**config.mk**
```make
export PLATFORM = sky130hd
export DESIGN_NAME = dchan_bridge
export DESIGN_NICKNAME = d
export VERILOG_FILES = /design/src/rtl/dchan_pkg.sv /design/src/rtl/dchan_fifo.sv /design/src/rtl/dchan_dpath.sv /design/src/rtl/dchan_ctrl.sv /design/src/rtl/dchan_bridge.sv
export SDC_FILE = /design/constraint.sdc
export NUM_CORES = 1
export LEC_CHECK = 0
export BUFFER_PORTS_ARGS = -buffer_cell sky130_fd_sc_hd__buf_2
export CAP_MARGIN = 5
export CORE_UTILIZATION = 45
export DETAILED_ROUTE_END_ITERATION = 6
export SLEW_MARGIN = 20
export SYNTH_ARGS = -nofsm -noshare
export SYNTH_HDL_FRONTEND = slang
export SYNTH_SLANG_ARGS = --single-unit
```
**constraint.sdc**
```tcl
create_clock -name clk -period 5.7 [get_ports clk]
set_input_delay 0.285 -clock clk [delete_from_list [all_inputs] [get_ports clk]]
set_output_delay 0.285 -clock clk [all_outputs]
set_load 0.03 [all_outputs]
```
**src/rtl/dchan_pkg.sv**
```systemverilog
package dchan_pkg;
  localparam int CHAN_W  = 4;
  localparam int NUM_CHAN = 1 << CHAN_W;

  localparam int OFF_ACCESS = 'h00;
  localparam int OFF_CONFIG = 'h08;
  localparam int OFF_STATUS = 'h10;
  localparam int OFF_RXDATA = 'h18;
  localparam int OFF_TXBASE = 'h20;
  localparam int TX_STRIDE  = 8;

  // Selector encodings (shared by both directions, meaning differs per side)
  localparam logic [1:0] SEL_OFF  = 2'd0;
  localparam logic [1:0] SEL_EDGE = 2'd1;  // rx: full,      tx: empty
  localparam logic [1:0] SEL_ANY  = 2'd2;  // rx: not empty, tx: not full
  localparam logic [1:0] SEL_NEAR = 2'd3;  // rx: near full, tx: near empty

  typedef struct packed {
    logic              txPush;
    logic [CHAN_W-1:0] txTag;
    logic              rxPop;
  } dchanStrobe_t;
endpackage

```
**src/rtl/dchan_fifo.sv**
```systemverilog
module dchan_fifo #(
  parameter int WIDTH = 36,
  parameter int DEPTH = 16,
  localparam int PTR_W = (DEPTH > 1) ? $clog2(DEPTH) : 1,
  localparam int CNT_W = $clog2(DEPTH + 1)
) (
  input  logic             clk,
  input  logic             rstN,
  input  logic             push,
  input  logic             pop,
  input  logic [WIDTH-1:0] wdata,
  output logic [WIDTH-1:0] rdata,
  output logic [CNT_W-1:0] count,
  output logic             full,
  output logic             empty
);
  localparam logic [PTR_W-1:0] LAST = PTR_W'(DEPTH - 1);
  localparam logic [CNT_W-1:0] CAP  = CNT_W'(DEPTH);

  logic [WIDTH-1:0] mem [DEPTH];
  logic [PTR_W-1:0] wrPtr, rdPtr;
  logic doPush, doPop;

  assign full   = (count == CAP);
  assign empty  = (count == '0);
  assign doPush = push && !full;
  assign doPop  = pop && !empty;
  assign rdata  = mem[rdPtr];

  always_ff @(posedge clk) begin
    if (doPush) mem[wrPtr] <= wdata;
  end

  always_ff @(posedge clk) begin
    if (!rstN) begin
      wrPtr <= '0;
      rdPtr <= '0;
      count <= '0;
    end else begin
      if (doPush) wrPtr <= (wrPtr == LAST) ? '0 : wrPtr + 1'b1;
      if (doPop)  rdPtr <= (rdPtr == LAST) ? '0 : rdPtr + 1'b1;
      case ({doPush, doPop})
        2'b10:   count <= count + 1'b1;
        2'b01:   count <= count - 1'b1;
        default: count <= count;
      endcase
    end
  end

  a_r4_count_bound: assert property (@(posedge clk) disable iff (!rstN)
    count <= CAP);

  a_r4_full_hold: assert property (@(posedge clk) disable iff (!rstN)
    (full && push && !pop) |=> (count == CAP));

  a_r6_empty_pop_stable: assert property (@(posedge clk) disable iff (!rstN)
    (empty && pop && !push) |=> (count == '0));

  a_r5_pop_decrements: assert property (@(posedge clk) disable iff (!rstN)
    (!empty && pop && !push) |=> (count == $past(count) - 1'b1));
endmodule

```
**src/rtl/dchan_dpath.sv**
```systemverilog
module dchan_dpath
  import dchan_pkg::*;
#(
  parameter int DATA_W   = 32,
  parameter int TX_DEPTH = 16,
  parameter int RX_DEPTH = 16,
  localparam int ENTRY_W  = DATA_W + CHAN_W,
  localparam int TX_CNT_W = $clog2(TX_DEPTH + 1),
  localparam int RX_CNT_W = $clog2(RX_DEPTH + 1)
) (
  input  logic                clk,
  input  logic                rstN,
  input  dchanStrobe_t        strobe,
  input  logic [DATA_W-1:0]   busWdata,
  output logic [DATA_W-1:0]   rxHeadData,
  output logic [CHAN_W-1:0]   rxHeadTag,
  output logic [TX_CNT_W-1:0] txCount,
  output logic [RX_CNT_W-1:0] rxCount,
  output logic                txFull,
  output logic                txEmpty,
  output logic                rxFull,
  output logic                rxEmpty,
  output logic                txValid,
  input  logic                txReady,
  output logic [DATA_W-1:0]   txData,
  output logic [CHAN_W-1:0]   txChan,
  input  logic                rxValid,
  output logic                rxReady,
  input  logic [DATA_W-1:0]   rxData,
  input  logic [CHAN_W-1:0]   rxChan
);
  logic [ENTRY_W-1:0] txHead, rxHead;

  dchan_fifo #(.WIDTH(ENTRY_W), .DEPTH(TX_DEPTH)) txQueue (
    .clk(clk), .rstN(rstN),
    .push(strobe.txPush), .pop(txReady),
    .wdata({strobe.txTag, busWdata}), .rdata(txHead),
    .count(txCount), .full(txFull), .empty(txEmpty)
  );

  dchan_fifo #(.WIDTH(ENTRY_W), .DEPTH(RX_DEPTH)) rxQueue (
    .clk(clk), .rstN(rstN),
    .push(rxValid), .pop(strobe.rxPop),
    .wdata({rxChan, rxData}), .rdata(rxHead),
    .count(rxCount), .full(rxFull), .empty(rxEmpty)
  );

  assign txValid    = !txEmpty;
  assign txData     = txHead[DATA_W-1:0];
  assign txChan     = txHead[ENTRY_W-1 -: CHAN_W];
  assign rxReady    = !rxFull;
  assign rxHeadData = rxHead[DATA_W-1:0];
  assign rxHeadTag  = rxHead[ENTRY_W-1 -: CHAN_W];

  a_r11_no_take_when_full: assert property (@(posedge clk) disable iff (!rstN)
    (rxFull && !strobe.rxPop) |=> rxFull && (rxCount == $past(rxCount)));
endmodule

```
**src/rtl/dchan_ctrl.sv**
```systemverilog
module dchan_ctrl
  import dchan_pkg::*;
#(
  parameter int DATA_W   = 32,
  parameter int ADDR_W   = 8,
  parameter int TX_DEPTH = 16,
  parameter int RX_DEPTH = 16,
  localparam int TX_CNT_W = $clog2(TX_DEPTH + 1),
  localparam int RX_CNT_W = $clog2(RX_DEPTH + 1)
) (
  input  logic                clk,
  input  logic                rstN,
  input  logic                regSel,
  input  logic                regWe,
  input  logic [ADDR_W-1:0]   regAddr,
  input  logic [3:0]          cfgWdata,
  output logic [DATA_W-1:0]   regRdata,
  output logic                irq,
  output dchanStrobe_t        strobe,
  input  logic [DATA_W-1:0]   rxHeadData,
  input  logic [CHAN_W-1:0]   rxHeadTag,
  input  logic [TX_CNT_W-1:0] txCount,
  input  logic [RX_CNT_W-1:0] rxCount,
  input  logic                txFull,
  input  logic                txEmpty,
  input  logic                rxFull,
  input  logic                rxEmpty
);
  localparam logic [ADDR_W-1:0] A_ACCESS = ADDR_W'(OFF_ACCESS);
  localparam logic [ADDR_W-1:0] A_CONFIG = ADDR_W'(OFF_CONFIG);
  localparam logic [ADDR_W-1:0] A_STATUS = ADDR_W'(OFF_STATUS);
  localparam logic [ADDR_W-1:0] A_RXDATA = ADDR_W'(OFF_RXDATA);
  localparam logic [ADDR_W-1:0] A_TXLO   = ADDR_W'(OFF_TXBASE);
  localparam logic [ADDR_W-1:0] A_TXHI   = ADDR_W'(OFF_TXBASE + TX_STRIDE * NUM_CHAN);
  localparam int STRIDE_SH = $clog2(TX_STRIDE);
  localparam logic [RX_CNT_W-1:0] RX_NEAR = RX_CNT_W'(RX_DEPTH - RX_DEPTH / 4);
  localparam logic [TX_CNT_W-1:0] TX_NEAR = TX_CNT_W'(TX_DEPTH / 4);

  logic [1:0] rxSel, txSel;
  logic isRd, isWr, isTx;
  logic [ADDR_W-1:0] txOffset;
  logic rxCond, txCond;
  logic [31:0] statusWord, configWord;

  assign isRd = regSel && !regWe;
  assign isWr = regSel && regWe;
  assign txOffset = regAddr - A_TXLO;
  assign isTx = (regAddr >= A_TXLO) && (regAddr < A_TXHI)
             && (regAddr[STRIDE_SH-1:0] == '0);

  always_comb begin
    strobe.txPush = isWr && isTx;
    strobe.txTag  = txOffset[STRIDE_SH +: CHAN_W];
    strobe.rxPop  = isRd && (regAddr == A_RXDATA);
  end

  always_ff @(posedge clk) begin
    if (!rstN) begin
      rxSel <= SEL_OFF;
      txSel <= SEL_OFF;
    end else if (isWr && regAddr == A_CONFIG) begin
      rxSel <= cfgWdata[1:0];
      txSel <= cfgWdata[3:2];
    end
  end

  always_comb begin
    case (rxSel)
      SEL_EDGE: rxCond = rxFull;
      SEL_ANY:  rxCond = !rxEmpty;
      SEL_NEAR: rxCond = (rxCount >= RX_NEAR);
      default:  rxCond = 1'b0;
    endcase
    case (txSel)
      SEL_EDGE: txCond = txEmpty;
      SEL_ANY:  txCond = !txFull;
      SEL_NEAR: txCond = (txCount <= TX_NEAR);
      default:  txCond = 1'b0;
    endcase
  end

  assign irq = rxCond || txCond;

  assign configWord = {12'd0, txSel, rxSel, 8'(TX_DEPTH), 8'(RX_DEPTH)};
  assign statusWord = {8'(txCount), 8'(rxCount), 8'd0, rxHeadTag,
                       rxEmpty, rxFull, txEmpty, txFull};

  always_comb begin
    regRdata = '0;
    if (isRd) begin
      case (regAddr)
        A_ACCESS: regRdata = '0;
        A_CONFIG: regRdata = DATA_W'(configWord);
        A_STATUS: regRdata = DATA_W'(statusWord);
        A_RXDATA: regRdata = rxEmpty ? '0 : rxHeadData;
        default:  regRdata = '0;
      endcase
    end
  end

  a_r10_irq_quiet: assert property (@(posedge clk) disable iff (!rstN)
    (rxSel == SEL_OFF && txSel == SEL_OFF) |-> !irq);

  a_r8_full_raises: assert property (@(posedge clk) disable iff (!rstN)
    (rxSel == SEL_EDGE && rxFull) |-> irq);

  a_r9_empty_raises: assert property (@(posedge clk) disable iff (!rstN)
    (txSel == SEL_EDGE && txEmpty) |-> irq);
endmodule

```
**src/rtl/dchan_bridge.sv**
```systemverilog
module dchan_bridge
  import dchan_pkg::*;
#(
  parameter int DATA_W   = 32,
  parameter int ADDR_W   = 8,
  parameter int TX_DEPTH = 16,
  parameter int RX_DEPTH = 16
) (
  input  logic              clk,
  input  logic              rstN,
  input  logic              regSel,
  input  logic              regWe,
  input  logic [ADDR_W-1:0] regAddr,
  input  logic [DATA_W-1:0] regWdata,
  output logic [DATA_W-1:0] regRdata,
  output logic              irq,
  output logic              txValid,
  input  logic              txReady,
  output logic [DATA_W-1:0] txData,
  output logic [3:0]        txChan,
  input  logic              rxValid,
  output logic              rxReady,
  input  logic [DATA_W-1:0] rxData,
  input  logic [3:0]        rxChan
);
  localparam int TX_CNT_W = $clog2(TX_DEPTH + 1);
  localparam int RX_CNT_W = $clog2(RX_DEPTH + 1);

  dchanStrobe_t        strobe;
  logic [DATA_W-1:0]   rxHeadData;
  logic [CHAN_W-1:0]   rxHeadTag;
  logic [TX_CNT_W-1:0] txCount;
  logic [RX_CNT_W-1:0] rxCount;
  logic txFull, txEmpty, rxFull, rxEmpty;

  dchan_ctrl #(.DATA_W(DATA_W), .ADDR_W(ADDR_W),
               .TX_DEPTH(TX_DEPTH), .RX_DEPTH(RX_DEPTH)) ctrl (
    .clk(clk), .rstN(rstN),
    .regSel(regSel), .regWe(regWe), .regAddr(regAddr),
    .cfgWdata(regWdata[19:16]), .regRdata(regRdata), .irq(irq),
    .strobe(strobe), .rxHeadData(rxHeadData), .rxHeadTag(rxHeadTag),
    .txCount(txCount), .rxCount(rxCount),
    .txFull(txFull), .txEmpty(txEmpty), .rxFull(rxFull), .rxEmpty(rxEmpty)
  );

  dchan_dpath #(.DATA_W(DATA_W), .TX_DEPTH(TX_DEPTH), .RX_DEPTH(RX_DEPTH)) dpath (
    .clk(clk), .rstN(rstN), .strobe(strobe), .busWdata(regWdata),
    .rxHeadData(rxHeadData), .rxHeadTag(rxHeadTag),
    .txCount(txCount), .rxCount(rxCount),
    .txFull(txFull), .txEmpty(txEmpty), .rxFull(rxFull), .rxEmpty(rxEmpty),
    .txValid(txValid), .txReady(txReady), .txData(txData), .txChan(txChan),
    .rxValid(rxValid), .rxReady(rxReady), .rxData(rxData), .rxChan(rxChan)
  );
endmodule

```
* Yosys cells after proc, flatten, opt, wreduce, memory -nomap -nowiden
Memory sizes are Yosys's and may differ from the RTL's. A register that Yosys moved wholly into a read port is not among the register bits.
Cells that the tools add are included.
** Word-level totals
- Memories kept :: 2
- Register bits after elaboration :: 30
- Output and inout bits :: 71
- Logic and storage cells :: 83
- RAM bits :: 1152
** Memory list
- dpath.rxQueue.mem :: words 16, bits a word 36, rd ports 1, clocked after memory_dff 1, wr ports 1, line dchan_fifo.sv:20 : logic [WIDTH-1:0] mem [DEPTH];
- dpath.txQueue.mem :: words 16, bits a word 36, rd ports 1, clocked after memory_dff 1, wr ports 1, line dchan_fifo.sv:20
** Cells by class
- Order comparisons :: 4
- Reduce and logical (&&, ||, !) cells :: 22
- Equal/unequal tests :: 19
- Muxes and demuxes :: 19
- Add/sub/neg operators :: 9
** Operator list (count)
- $pmux 32 s3 :: 1
- $mux 32 :: 2
- $mux 4 :: 8
- $pmux 5 s2 :: 2
- $add 4x1->4 const B :: 4
- $eq 4x4->1 const B :: 4
- $eq 8x5->1 const B :: 2
- $eq 2x2->1 const B :: 6
- $logic_and 1x1->1 :: 11
- $add 5x1->5 const B :: 2
- $eq 5x5->1 const B :: 2
- $logic_not 5->1 :: 2
- $sub 5x1->5 const B :: 2
- $eq 2x1->1 const B :: 4
- $eq 8x4->1 const B :: 1
- $ge 8x6->1 const B :: 1
- $lt 8x8->1 const B :: 1
- $sub 7x6->7 const B :: 1
- $pmux 1 s3 :: 2
- $ge 5x4->1 const B :: 1
- $le 5x3->1 const B :: 1
- $logic_not 1->1 :: 5
- $mux 1 :: 4
- $reduce_bool 2->1 :: 2
- other kinds (2) :: 2

* Depth between registers and ports, before layout
- Depth after elaboration :: 7
- Depth in mapped cells :: 15
- Mapped depth without buffers :: 14

* Modules after synthesis
From an unflattened synthesis, not the netlist that was laid out.
** Unflattened totals
- Cell total of the unflattened synthesis :: 1969
- Area, all modules :: 46071.7 sq um
** Modules (own cells, without submodules)
- dchan_fifo at dpath.rxQueue :: area an instance 22577.9 sq um, times used 1, cells each 918, seq. area each 17636.9 sq um
- dchan_fifo at dpath.txQueue :: area an instance 22576.7 sq um, times used 1, cells each 918, seq. area each 17636.9 sq um
- dchan_ctrl :: area an instance 909.6 sq um, times used 1, cells each 131, seq. area each 80.1 sq um
- dchan_dpath :: area an instance 7.5 sq um, times used 1, cells each 2, seq. area each 0.0 sq um

* Least setup slack after synthesis
Ideal clock, no wire load.
- Path kind :: input-to-reg
- Start :: input regAddr[0]
- End :: memory dpath.txQueue.mem[3][0], enable pin
- Setup time :: 519 ps
- Slack :: 633 ps
- Cell stages on the path :: 5
- Arrival :: 4548 ps
- Required time :: 5181 ps
- Buffers on the path :: 0
- Cell sequence :: nor4b_2 > and2_1 > and4_4 > inv_2 > nor4_1
** Between the ends
- Word-level cells in the longest chain between the ends :: 7
- Elaborated cells on any way between the ends :: 9
** Ends and longest elaborated chain
- from (decl) :: line dchan_bridge.sv:13 : input logic [ADDR_W-1:0] regAddr,
- $ge 8x6->1 or $lt 8x8->1 (tied branches) :: line dchan_ctrl.sv:48 : assign isTx = (regAddr >= A_TXLO) && (regAddr < A_TXHI)
- $logic_and 1x1->1 :: line dchan_ctrl.sv:48
- $logic_and 1x1->1 * :: line dchan_ctrl.sv:49 : && (regAddr[STRIDE_SH-1:0] == '0);
- $logic_and 1x1->1 * :: line dchan_ctrl.sv:52 : strobe.txPush = isWr && isTx;
- $logic_and 1x1->1 * :: line dchan_fifo.sv:26 : assign doPush = push && !full;
- $mux 1 * :: line dchan_fifo.sv:31 : if (doPush) mem[wrPtr] <= wdata;
- $mux 1 (implied by the code) * :: line dchan_fifo.sv:31
- to (decl) :: line dchan_fifo.sv:20
Every way passes the cells marked *; elsewhere a longest branch is shown, timed or not.

==> summary.md <==
| Metric | Value |
|---|---|
| Status | finished clean |
| Area Overhead vs Synth | 15.5% |
| Period utilization | 69.4% |
| Die area | 103000 sq um |
| Synthesized flop and latch total | 1190 |
| Die X-Extent | 321 microns |
| EDFF count, synth | 1152 |
| Cell family with most CP delay | buffers and inverters |
| Grt total ovfl | 0 |
| Synth cell types | 54 |
| Crit path kind | reg2out |
| Final WL | 102000 microns |
| Critical path required time | 5.41 ns |
| Global Route Usage Sum | 19.9% |
| Pint | 14.5 mW |
| Worst hold path type | in2reg |
| Post-route DRC violation count | 0 |
| Initial antenna violation count | 8 |
| RSZ-0062 raised after global routing | false |
| Postcts setup bufs | 0 |
| Largest net degree at the start of global routing | 90 |
| PD cells | 339 nW/um^2 |
| Starting DRT DRC Count | 1642 |
| # H-tree levels | 3 |
| Clk buf depth | 3 |
| First-pass GRT wire length | 150000 microns |
| Clock slew seen by the registers of the worst setup and hold paths | 0.06 ns |
| Synth top area share | 75.3% |
| Final Non-Filler Cells | 3765 |
| Ys flop type | edfxtp_1 |
| Via density per instance | 5.67 |
| Crit start category | flop |
| Fin util | 52.7% |
| I/O pin count | 153 |
| TritonCTS clock tree | built |
| Antenna Nets Post-Route | 0 |
| Slew headroom | 32.0% |
| IO Port Bufs | 152 |
| Reg power frac | 53.7% |
| Sequential area share after synthesis | 77.0% |
| Most frequent CP cell | a211oi_1 |
| Hold path start | regAddr[4] |
| CP cell instances | buf_4 > mux4_2 > nor2b_1 > a211oi_1 > a211oi_1 > buf_2 |
| WL/cell | 27.0 microns |
| Placement row count | 116 |
| Final Hold Vio Count | 0 |
| Reg area | 35400 sq um |
| Nets | 2404 |
| Leak | 16.4 nW |
| Vias | 21356 |
| Setup violators final | 0 |
| Root Buffer | clkbuf_16 |
| CP arrival | 3.67 ns |
| Worst path max stage delay | 0.82 ns |
| Filler instances | 7814 |
| Worst Skew | 0.0203 ns |
| Synth Cell Area | 45900 sq um |
| Mapped Cells | 2022 |
| Die Y | 321 microns |
| Reg-to-Reg Start | dpath.rxQueue.count[0] |
| Placed wire-length estimate | 54600 microns |
| Hold bufs inserted after CTS | 69 |
| Area of the multi-input gates | 10100 sq um |
| Synth top cells by count | 1152 x edfxtp_1, 322 x mux4_2, 46 x a21oi_1 |
| DR pass1 iterations | 7 |
| Async SR Flop Fraction | 0% |
| Most common cell in the netlist | edfxtp_1 |
| Core region area | 101000 sq um |
| Slew Limit Fails | 0 |
| Setup crit end kind | output pin |
| Sum Neg Setup Slack | 0 ns |
| Syn nets | 2123 |
| Clock Power Share | 43.9% |
| Switching portion of total power | 19.4% |
| Placed insts | 3471 |
| Crit path max fanout | 44 |
| Post-CTS sizing | 0 |
| Synth area leader | edfxtp_1 |
| Initial core utilization | 45.7% |
| Synth top area cells | edfxtp_1 75%, mux4_2 16%, dfxtp_1 1.7% |
| Worst-skew pair later-pin latency | 0.69 ns |
| Placer Congestion | 0.767 |
| NetSw | 3.49 mW |
| WP buf/inv | 2 |
| Maximum operating frequency | 253 MHz |
| Avg Cell Area, Syn | 22.7 sq um |
| Actual slew at the worst max-slew pin | 1.02 ns |
| Slowest cell on crit path | buf_4 |
| Max-cap violations | 0 |
| Warnings from Yosys | 0 |
| CTS Sinks | 1190 |
| Comb power frac | 2.3% |
| Crit path time final | 3.95 ns |
| Worst vdd ir | 338 uV |
| CTS Buf Count | 118 |
| Layout cells sized above 1 | 31.4% |
| Number of global-route vias before repair | 22521 |
cell usage in the layout (no fill, tap or decap), drive strengths merged, types with 5 or more instances in the layout:
| cell type | instances |
|---|---|
| clkbuf | 156 |
| a22oi | 5 |
| o21ai | 13 |
| mux2 | 18 |
| and2 | 17 |
| ha | 18 |
| mux4 | 322 |
| dlygate4sd3 | 69 |
| and3 | 5 |
| edfxtp | 1152 |
| xor2 | 6 |
| nor4 | 5 |
| bufinv | 16 |
| o22ai | 12 |
| clkinv | 43 |
| nand2b | 8 |
| nand3 | 12 |
| nand2 | 28 |
| buf | 198 |
| nor2 | 45 |
| a22o | 6 |
| mux2i | 44 |
| inv | 19 |
| nor3 | 8 |
| a21oi | 46 |
| clkinvlp | 5 |
| a211oi | 32 |
| dfxtp | 38 |
| nor2b | 24 |
cell families (layout without fill, tap and decap cells):
kind of cell | after synthesis | after routing | synth area share [%]
other | 0 | 3 | 0
muxes | 384 | 384 | 17.2
and+or+nand+nor | 166 | 166 | 1.89
DFF | 1190 | 1190 | 77.0
xor gates and xnor gates | 8 | 8 | 0.153
adders and majority gates | 19 | 19 | 0.534
AOI/OAI and AO/OA | 132 | 132 | 1.84
buffers and inverters | 123 | 506 | 1.41
power groups by stage:
stage	logic [mW]	clock network [mW]	registers (mW)
2_1_floorplan	0.186	0	9.84
3_3_place_gp	0.365	0	9.83
3_5_place_dp	0.382	0	9.84
4_1_cts	0.425	8.02	9.65
5_1_grt	0.455	8.30	9.65
6_report	0.420	7.89	9.65
flip-flops by register name (all words and copies together), names as in the netlist, 4 cells and up, named ones only:
name and flops:
dpath.rxQueue.mem 576, dpath.txQueue.count 5, dpath.txQueue.wrPtr 4, dpath.rxQueue.wrPtr 4, dpath.rxQueue.count 5, dpath.rxQueue.rdPtr 4, dpath.txQueue.mem 576, dpath.txQueue.rdPtr 4
area by class of cell:
cell class              instances  share of cell area (%)
diodes                          3                  0.0142
clock buffers                 156                    6.07
clock inverters                66                    1.38
inverters                      17                   0.120
multi-input cells             709                    19.0
flip-flops and latches       1190                    66.7
well taps                    1357                    3.20
repair buffers                267                    3.54
path summary, 6_finish.rpt:
check / slack (ns) / cells past startpoint / end
setup / recovery: 1.75 / 6 / regRdata[30]
hold / removal: 0.07 / 1 / dpath.txQueue.mem[7][33]
hold reg to reg: 0.51 / 2 / flop
setup reg to reg: 1.89 / 12 / dpath.rxQueue.count[4]
metrics by stage:
step / power, mW / instance area, sq um / hold slack (ns) / worst slack [ns]
detailed placement: 10.2 / 48400 / 0.495 / 1.69
CTS: 18.1 / 53000 / 0.00619 / 1.58
floorplan: 10.0 / 45900 / 0.384 / 0.633
global route: 18.4 / 53000 / 0.0293 / 1.38
finish: 18.0 / 53000 / 0.0672 / 1.75
global placement: 10.2 / 48400 / 0.475 / 1.81
layer usage:
layer  vias up  GRT usage [%]  routed length (microns)
met3       147           3.11                     5220
met1     11462           26.1                    41500
met2       602           34.6                    52800
met4         4           5.07                     2160
li1       9141              -                        -
met5         -              0                       22
No activity file was read; power rests on OpenSTA's default activity.
